`config.mk`:
```
export PLATFORM = sky130hd
export DESIGN_NAME = upPwmTimer
export DESIGN_NICKNAME = d
export VERILOG_FILES = /design/src/rtl/upPwmTimerPkg.sv /design/src/rtl/upPwmDatapath.sv /design/src/rtl/upPwmControl.sv /design/src/rtl/upPwmTimer.sv
export SDC_FILE = /design/constraint.sdc
export NUM_CORES = 1
export LEC_CHECK = 0
export CAP_MARGIN = 15
export CORE_AREA = 5 5 89 132
export CTS_CLUSTER_DIAMETER = 40
export DETAILED_ROUTE_END_ITERATION = 8
export DIE_AREA = 0 0 94 137
export PLACE_DENSITY_LB_ADDON = 0.08
export SYNTH_ARGS = -nofsm -noshare
export SYNTH_HDL_FRONTEND = slang
export SYNTH_SLANG_ARGS = --single-unit
```
`constraint.sdc`:
```
create_clock -name clk -period 6.3 [get_ports clk]
set_input_delay 1.26 -clock clk [delete_from_list [all_inputs] [get_ports clk]]
set_output_delay 1.26 -clock clk [all_outputs]
set_load 0.05 [all_outputs]
```
`src/rtl/upPwmTimerPkg.sv`:
```
package upPwmTimerPkg;

  localparam int ADDR_W = 3;

  localparam logic [ADDR_W-1:0] REG_CTRL    = 3'd0;
  localparam logic [ADDR_W-1:0] REG_COUNT   = 3'd1;
  localparam logic [ADDR_W-1:0] REG_PERIOD  = 3'd2;
  localparam logic [ADDR_W-1:0] REG_DUTY    = 3'd3;
  localparam logic [ADDR_W-1:0] REG_PERCTL  = 3'd4;
  localparam logic [ADDR_W-1:0] REG_DUTYCTL = 3'd5;
  localparam logic [ADDR_W-1:0] REG_VECTOR  = 3'd6;

  localparam logic [1:0] MODE_UP = 2'b01;

  localparam logic [3:0] VEC_NONE = 4'd0;
  localparam logic [3:0] VEC_DUTY = 4'd2;
  localparam logic [3:0] VEC_WRAP = 4'd10;

  // strobes from control to datapath
  typedef struct packed {
    logic run;
    logic clr;
    logic periodWr;
    logic dutyWr;
  } ctrlStrb_t;

  // events from datapath to control
  typedef struct packed {
    logic periodMatch;
    logic dutyMatch;
    logic wrapEvt;
  } tmrEvt_t;

endpackage

```
`src/rtl/upPwmDatapath.sv`:
```
module upPwmDatapath
  import upPwmTimerPkg::*;
#(
  parameter int CNT_W = 16
) (
  input  logic             clk,
  input  logic             rstN,
  input  ctrlStrb_t        strb,
  input  logic [CNT_W-1:0] wrData,
  output tmrEvt_t          evt,
  output logic [CNT_W-1:0] cntVal,
  output logic [CNT_W-1:0] periodVal,
  output logic [CNT_W-1:0] dutyVal,
  output logic             pwmOut
);

  localparam logic [CNT_W-1:0] ONE = CNT_W'(1);

  logic [CNT_W-1:0] cntNext;
  logic             atTop;

  assign atTop = (cntVal >= periodVal);

  always_comb begin
    if (strb.clr)      cntNext = '0;
    else if (strb.run) cntNext = atTop ? '0 : cntVal + ONE;
    else               cntNext = cntVal;
  end

  always_comb begin
    evt.periodMatch = strb.run && !strb.clr && (cntNext == periodVal);
    evt.dutyMatch   = strb.run && !strb.clr && (cntNext == dutyVal);
    evt.wrapEvt     = strb.run && !strb.clr && atTop;
  end

  always_ff @(posedge clk) begin
    if (!rstN) begin
      cntVal    <= '0;
      periodVal <= '0;
      dutyVal   <= '0;
      pwmOut    <= 1'b0;
    end else begin
      cntVal <= cntNext;
      if (strb.periodWr) periodVal <= wrData;
      if (strb.dutyWr)   dutyVal   <= wrData;
      // set wins over clear on a tie
      if (evt.periodMatch)    pwmOut <= 1'b1;
      else if (evt.dutyMatch) pwmOut <= 1'b0;
    end
  end

  assert_count_step_R1: assert property (@(posedge clk) disable iff (!rstN)
    (strb.run && !strb.clr && !strb.periodWr && (cntVal < periodVal))
      |=> (cntVal == $past(cntVal) + ONE));

  assert_stop_hold_R10: assert property (@(posedge clk) disable iff (!rstN)
    (!strb.run && !strb.clr) |=> $stable(cntVal));

  assert_clear_R11: assert property (@(posedge clk) disable iff (!rstN)
    strb.clr |=> (cntVal == '0));

  assert_pwm_set_R8: assert property (@(posedge clk) disable iff (!rstN)
    evt.periodMatch |=> pwmOut);

  assert_pwm_clear_R8: assert property (@(posedge clk) disable iff (!rstN)
    (evt.dutyMatch && !evt.periodMatch) |=> !pwmOut);

endmodule

```
`src/rtl/upPwmControl.sv`:
```
module upPwmControl
  import upPwmTimerPkg::*;
#(
  parameter int CNT_W = 16
) (
  input  logic              clk,
  input  logic              rstN,
  input  logic [ADDR_W-1:0] regAddr,
  input  logic              regWrEn,
  input  logic              regRdEn,
  input  logic [4:0]        wrBits,
  input  logic              irqAck,
  input  tmrEvt_t           evt,
  input  logic [CNT_W-1:0]  cntVal,
  input  logic [CNT_W-1:0]  periodVal,
  input  logic [CNT_W-1:0]  dutyVal,
  output ctrlStrb_t         strb,
  output logic [CNT_W-1:0]  rdData,
  output logic              irqPeriod,
  output logic              irqShared
);

  logic [1:0] mode;
  logic       periodIe, dutyIe, wrapIe;
  logic       periodFlag, dutyFlag, wrapFlag;
  logic [3:0] vector;
  logic       wrCtrl, wrPerCtl, wrDutyCtl, vecRead;

  assign wrCtrl    = regWrEn && (regAddr == REG_CTRL);
  assign wrPerCtl  = regWrEn && (regAddr == REG_PERCTL);
  assign wrDutyCtl = regWrEn && (regAddr == REG_DUTYCTL);
  assign vecRead   = regRdEn && (regAddr == REG_VECTOR);

  always_comb begin
    strb.run      = (mode == MODE_UP);
    strb.clr      = wrCtrl && wrBits[2];
    strb.periodWr = regWrEn && (regAddr == REG_PERIOD);
    strb.dutyWr   = regWrEn && (regAddr == REG_DUTY);
  end

  // duty channel outranks the wrap on the shared line
  always_comb begin
    if (dutyFlag && dutyIe)      vector = VEC_DUTY;
    else if (wrapFlag && wrapIe) vector = VEC_WRAP;
    else                         vector = VEC_NONE;
  end

  assign irqPeriod = periodFlag && periodIe;
  assign irqShared = (vector != VEC_NONE);

  always_ff @(posedge clk) begin
    if (!rstN) begin
      mode       <= 2'b00;
      periodIe   <= 1'b0;
      dutyIe     <= 1'b0;
      wrapIe     <= 1'b0;
      periodFlag <= 1'b0;
      dutyFlag   <= 1'b0;
      wrapFlag   <= 1'b0;
    end else begin
      if (wrCtrl) begin
        mode   <= wrBits[1:0];
        wrapIe <= wrBits[3];
      end
      if (wrPerCtl)  periodIe <= wrBits[0];
      if (wrDutyCtl) dutyIe   <= wrBits[0];

      // clears first, a coincident event then wins
      if (wrPerCtl && wrBits[1]) periodFlag <= 1'b0;
      if (irqAck)                periodFlag <= 1'b0;
      if (evt.periodMatch)       periodFlag <= 1'b1;

      if (wrDutyCtl && wrBits[1])          dutyFlag <= 1'b0;
      if (vecRead && vector == VEC_DUTY)   dutyFlag <= 1'b0;
      if (evt.dutyMatch)                   dutyFlag <= 1'b1;

      if (wrCtrl && wrBits[4])             wrapFlag <= 1'b0;
      if (vecRead && vector == VEC_WRAP)   wrapFlag <= 1'b0;
      if (evt.wrapEvt)                     wrapFlag <= 1'b1;
    end
  end

  always_comb begin
    unique case (regAddr)
      REG_CTRL:    rdData = CNT_W'({wrapFlag, wrapIe, 1'b0, mode});
      REG_COUNT:   rdData = cntVal;
      REG_PERIOD:  rdData = periodVal;
      REG_DUTY:    rdData = dutyVal;
      REG_PERCTL:  rdData = CNT_W'({periodFlag, periodIe});
      REG_DUTYCTL: rdData = CNT_W'({dutyFlag, dutyIe});
      REG_VECTOR:  rdData = CNT_W'(vector);
      default:     rdData = '0;
    endcase
  end

  assert_ack_clears_R5: assert property (@(posedge clk) disable iff (!rstN)
    (irqAck && !evt.periodMatch) |=> !periodFlag);

  assert_match_sets_R2: assert property (@(posedge clk) disable iff (!rstN)
    evt.periodMatch |=> periodFlag);

  assert_wrap_sets_R2: assert property (@(posedge clk) disable iff (!rstN)
    evt.wrapEvt |=> wrapFlag);

  assert_vec_clears_duty_R7: assert property (@(posedge clk) disable iff (!rstN)
    (vecRead && vector == VEC_DUTY && !evt.dutyMatch) |=> !dutyFlag);

  assert_vec_keeps_wrap_R7: assert property (@(posedge clk) disable iff (!rstN)
    (vecRead && vector == VEC_DUTY && wrapFlag) |=> wrapFlag);

  assert_period_line_R4: assert property (@(posedge clk) disable iff (!rstN)
    (vecRead && irqPeriod && !irqAck && !wrPerCtl) |=> irqPeriod);

  assert_shared_line_R6: assert property (@(posedge clk) disable iff (!rstN)
    irqShared |-> ((dutyFlag && dutyIe) || (wrapFlag && wrapIe)));

  assert_stop_no_flag_R10: assert property (@(posedge clk) disable iff (!rstN)
    (!strb.run && !periodFlag) |=> !periodFlag);

endmodule

```
`src/rtl/upPwmTimer.sv`:
```
module upPwmTimer
  import upPwmTimerPkg::*;
#(
  parameter int CNT_W = 16
) (
  input  logic             clk,
  input  logic             rstN,
  input  logic [2:0]       regAddr,
  input  logic             regWrEn,
  input  logic [CNT_W-1:0] regWrData,
  input  logic             regRdEn,
  output logic [CNT_W-1:0] regRdData,
  input  logic             irqPeriodAck,
  output logic             pwmOut,
  output logic             irqPeriod,
  output logic             irqShared
);

  ctrlStrb_t        strb;
  tmrEvt_t          evt;
  logic [CNT_W-1:0] cntVal, periodVal, dutyVal;

  upPwmControl #(.CNT_W(CNT_W)) u_ctrl (
    .clk      (clk),
    .rstN     (rstN),
    .regAddr  (regAddr),
    .regWrEn  (regWrEn),
    .regRdEn  (regRdEn),
    .wrBits   (regWrData[4:0]),
    .irqAck   (irqPeriodAck),
    .evt      (evt),
    .cntVal   (cntVal),
    .periodVal(periodVal),
    .dutyVal  (dutyVal),
    .strb     (strb),
    .rdData   (regRdData),
    .irqPeriod(irqPeriod),
    .irqShared(irqShared)
  );

  upPwmDatapath #(.CNT_W(CNT_W)) u_dp (
    .clk      (clk),
    .rstN     (rstN),
    .strb     (strb),
    .wrData   (regWrData),
    .evt      (evt),
    .cntVal   (cntVal),
    .periodVal(periodVal),
    .dutyVal  (dutyVal),
    .pwmOut   (pwmOut)
  );

endmodule

```
; Word-level counts from Yosys, hierarchy flattened
; Cells that the tools add are included.
[word_totals]
out_inout_bits = 19
register_bits = 57
input_bits = 24
[op_classes]
n_reduce_logical = 26
addsub = 1
mux = 17
magnitude_cmp = 1
eq_ne = 11
[ops]
columns = cell, count
row1 = case mux 16 bit (7 select lines), 1
row2 = two-way mux 16 bit, 3
row3 = == test 16 bit, 2
row4 = logical AND 1 bit, 19
row5 = adder 16 x 1 -> 16 bit (second input constant), 1
row6 = greater-or-equal comparator 16 bit, 1
row7 = two-way mux 1 bit, 11
row8 = == test 3 bit (second input constant), 3
row9 = nonzero test 3 bit, 3
row10 = two-way mux 4 bit, 2
row11 = == test 3 x 2 -> 1 bit (second input constant), 2
row12 = == test 4 x 2 -> 1 bit (second input constant), 1
row13 = == test 4 bit (second input constant), 1
row14 = nonzero test 4 bit, 1
row15 = == test 3 x 1 -> 1 bit (second input constant), 1
row16 = zero test 3 bit, 1
row17 = == test 2 x 1 -> 1 bit (second input constant), 1
row18 = nonzero test 2 bit, 1
row19 = zero test 1 bit, 1

; Depth between registers and ports, before layout
[depth]
depth_word = 8
mapped_depth = 12

; Hierarchy
; A second synthesis with hierarchy kept.
[unflattened]
hier_cells = 481
area_unflattened_um2 = 4201.5
[modules_own_cells]
columns = module, area_each_um2, seq_area_each_um2, instances, cells_per_inst
row1 = upPwmDatapath, 3260.6, 980.9, 1, 370
row2 = upPwmControl, 940.9, 160.2, 1, 111

; Worst setup path before layout
; Ideal clock, no wire load.
[synth_path]
path_type = input port to output port
startpoint = in regAddr[0]
endpoint = out regRdData[3]
stages = 6
arrival_time_ns = 3.184
path_slack_ns = 1.856
path_buffers = 2
path_cell_list = buf_1 clkbuf_1 mux2i_1 nor2_1 a21oi_1 o21ai_0
[synth_via]
elab_chain_cells = 2
elab_cells_between_ends = 8
[synth_rtl]
columns = item, line_no
row1 = from (decl), upPwmTimer.sv:8  ; input logic [2:0] regAddr,
row2 = == test 3 bit (tied with other cells), upPwmControl.sv:84  ; unique case (regAddr)
row3 = case mux 16 bit (7 select lines) (*), upPwmControl.sv:84
row4 = to (decl), upPwmTimer.sv:12  ; output logic [CNT_W-1:0] regRdData,
; Mark *: on every way between the ends. The rest lies on a longest branch, timed or not.

; Worst setup path in the final report
[layout_path]
startpoint = in regAddr[1]
endpoint = out regRdData[9]
; The elaborated chain is that of the path after synthesis.

==> qor.txt <==
status = finished, final reports clean
Post-synth top flop = dfxtp_1
Inserted Clock Buffers = 9
post-synth cell types = 70
io pins = 43
setup ws final = 1.133 ns
Least-Margin Pin Slew = 1.019 ns
Pre-antenna DRT Iters = 4
CTS clock-pin slew for the worst setup and hold paths = 0.06 ns
H-Tree Depth = 3
post-synth top area cell = dfxtp_1
DRC viols = 0
largest net degree at the start of global routing = 46
Commonest cells post-synth = 100 x nand2_1, 57 x dfxtp_1, 40 x nor2_1
worst hold path class = flip-flop to flip-flop
core area = 10480 µm²
Die H = 137 µm
CTS tree = yes
asr flop ratio synth = 0%
FMAX = 193.5 MHz
DRT iter0 DRCs = 237
vias in the first global route = 3919
FF+latch count, synth = 57
Reg2Reg Depth = 11
clock sink count = 57
Root Buffer = clkbuf_16
largest cells by area after synthesis = dfxtp_1 28%, nand2_1 9.2%, a21boi_0 6.5%, ha_1 5.2%, xnor2_1 4.1%
Max-cap violations = 0
Post-Route Utilization = 46.45%
r2r endpoint = u_dp.pwmOut
Worst setup EP type = output pin
Cells after DPL = 690
share of layout cells above drive strength 1 = 6.584%
Layout Cells excl Fill = 706
Static Leak = 1.641 nW
hold path endpoint = u_dp.periodVal[2]
CTS resizes = 0
Synth Instances = 528
top cell type's share of synthesized area = 28.04%
Final Cycle Share = 82.01%
hold path cells = 2
worst-path fanout max = 27
Area growth, synth to finish = 19.59%
WP data arrival = 3.91 ns
Max-slew headroom = 31.92%
worst-skew pair later-pin latency = 0.33 ns
I/O Buffers = 42
Cell Area, Synth = 4069 µm²
fin. max-slew vios = 0
filler cell count = 1093
Hold WS = 0.4622 ns
cell row count = 46
Avg WL per Cell = 20.00 µm
dpl ws = 1.152 ns
Ant. Diodes = 0
synth warn = 0
Starting Density = 38.84%
Vias = 4064
Hold Vio Cnt, Final = 0
Die ar. = 12880 µm²
most common cell in the netlist = nand2_1
Syn Nets = 569
unrepaired setup endpoints after global routing = no
Post-DRT Antenna Nets = 0
Setup crit start kind = input pin
grt total ovfl = 0
minimum clock period = 5.167 ns
hold_sp = u_dp.periodVal[2]
Post-CTS Repair Setup Buffers = 0
first-pass GRT wire length = 21890 µm
initial antenna violation count = 0
detailed placement HPWL = 10870 µm
Post-synth EDFFs = 0
sequential share of the synthesized area = 28.04%
average cell area after synthesis = 7.706 µm²
clk_skew = 0.005596 ns
final WL = 14120 µm
final sum of negative setup slack = 0 ns
Reg2Reg Setup Slack = 2.15 ns
Total Routing Usage GR = 22.75%
area occupied by multi-input gates = 2733 µm²
Final Setup Violations = 0
nets = 598
power per cell area = 191.6 nW/µm²
mean number of vias per cell = 5.756
maximum VDD drop = 120.1 µV
Critical Path RT = 5.04 ns
CTS Hold Bufs = 0
GPL Wtd Cong = 0.9752
Worst Path Class, Setup = input pin to output pin
Clock Path Buffers = 2
sequential cell area = 1141 µm²
die width = 94 µm
RR Startpoint = u_dp.cntVal[0]
-- routing by layer --
metal  track usage [%]  up-vias  routed length (µm)
met3             4.290       56                 708
met5                 0        -                   0
met1             24.81     1884                5399
li1                  -     1944                   -
met4             16.39        0                 988
met2             38.88      180                7025
-- placed cells by master (no fill, tap or decap), types with 3 or more instances in the layout --
master / count
or3_1: 3
inv_6: 3
ha_1: 17
clkdlybuf4s50_1: 42
xor2_1: 6
inv_1: 20
nand4b_1: 3
nor4_1: 8
dfxtp_1: 57
clkinvlp_4: 3
nor3_1: 11
xnor3_1: 4
clkbuf_16: 9
nor2b_1: 12
nand3_1: 21
xnor2_1: 19
o211ai_1: 3
nor2_1: 40
and2_1: 6
o22ai_1: 4
nand2_1: 100
o21ai_0: 25
mux2i_1: 8
buf_4: 5
and3_1: 3
a2bb2oi_1: 3
a21oi_1: 13
nand3b_1: 3
a22oi_1: 15
nand4_1: 13
a21boi_0: 35
-- stage by stage --
stage / power (mW) / area [µm²]
2_1_floorplan: 0.4399 / 4069
3_3_place_gp: 0.4800 / 4587
3_5_place_dp: 0.4808 / 4587
4_1_cts: 0.9422 / 4866
5_1_grt: 0.9670 / 4866
6_report: 0.9323 / 4866
-- worst max-delay path by stage --
stage,startpoint,end,slack [ns],cells after the start
floorplan,regAddr[0],regRdData[3],1.86,6
global placement,regAddr[1],regRdData[9],1.16,6
detailed placement,regAddr[1],regRdData[9],1.15,6
CTS,regAddr[1],regRdData[9],1.15,6
global route,regAddr[1],regRdData[13],0.99,6
finish,regAddr[1],regRdData[9],1.13,6
-- flip-flops by register name, indices dropped and copies added, names as in the netlist --
name	count
u_ctrl.dutyIe	1
u_ctrl.periodIe	1
u_ctrl.mode	2
u_ctrl.wrapFlag	1
u_dp.periodVal	16
u_ctrl.wrapIe	1
u_dp.pwmOut	1
u_dp.cntVal	16
u_ctrl.dutyFlag	1
u_dp.dutyVal	16
u_ctrl.periodFlag	1
-- cells by family after synthesis --
logic type | after synthesis | share of synthesized area [%]
simple gates | 239 | 28.60
xor+xnor | 29 | 7.595
buf+inv | 49 | 4.797
flops | 57 | 28.04
mux | 11 | 3.444
compound gates | 126 | 22.29
fa+ha+maj | 17 | 5.227
-- power breakdown --
group	leakage (nW)	switching, mW	internal (mW)
combinational	1.05	0.0559	0.0425
clock	0.129	0.190	0.269
sequential	0.460	0.00879	0.366
-- layout make-up --
cell class,instances,area share (%)
Multi-Input combinational cell,422,56.16
Inverter,20,1.543
Timing Repair Buffer,47,9.411
Clock buffer,9,4.628
Sequential cell,57,23.45
Clock inverter,7,1.106
Tap cell,144,3.703
-- critical path, cell delays in order --
cell and delay (ns):
clkdlybuf4s50_1 0.39, buf_4 0.23, nor2b_1 0.81, a22oi_1 0.20, nor2_1 0.17, clkdlybuf4s50_1 0.83
Power figures use the tool's default switching activity.
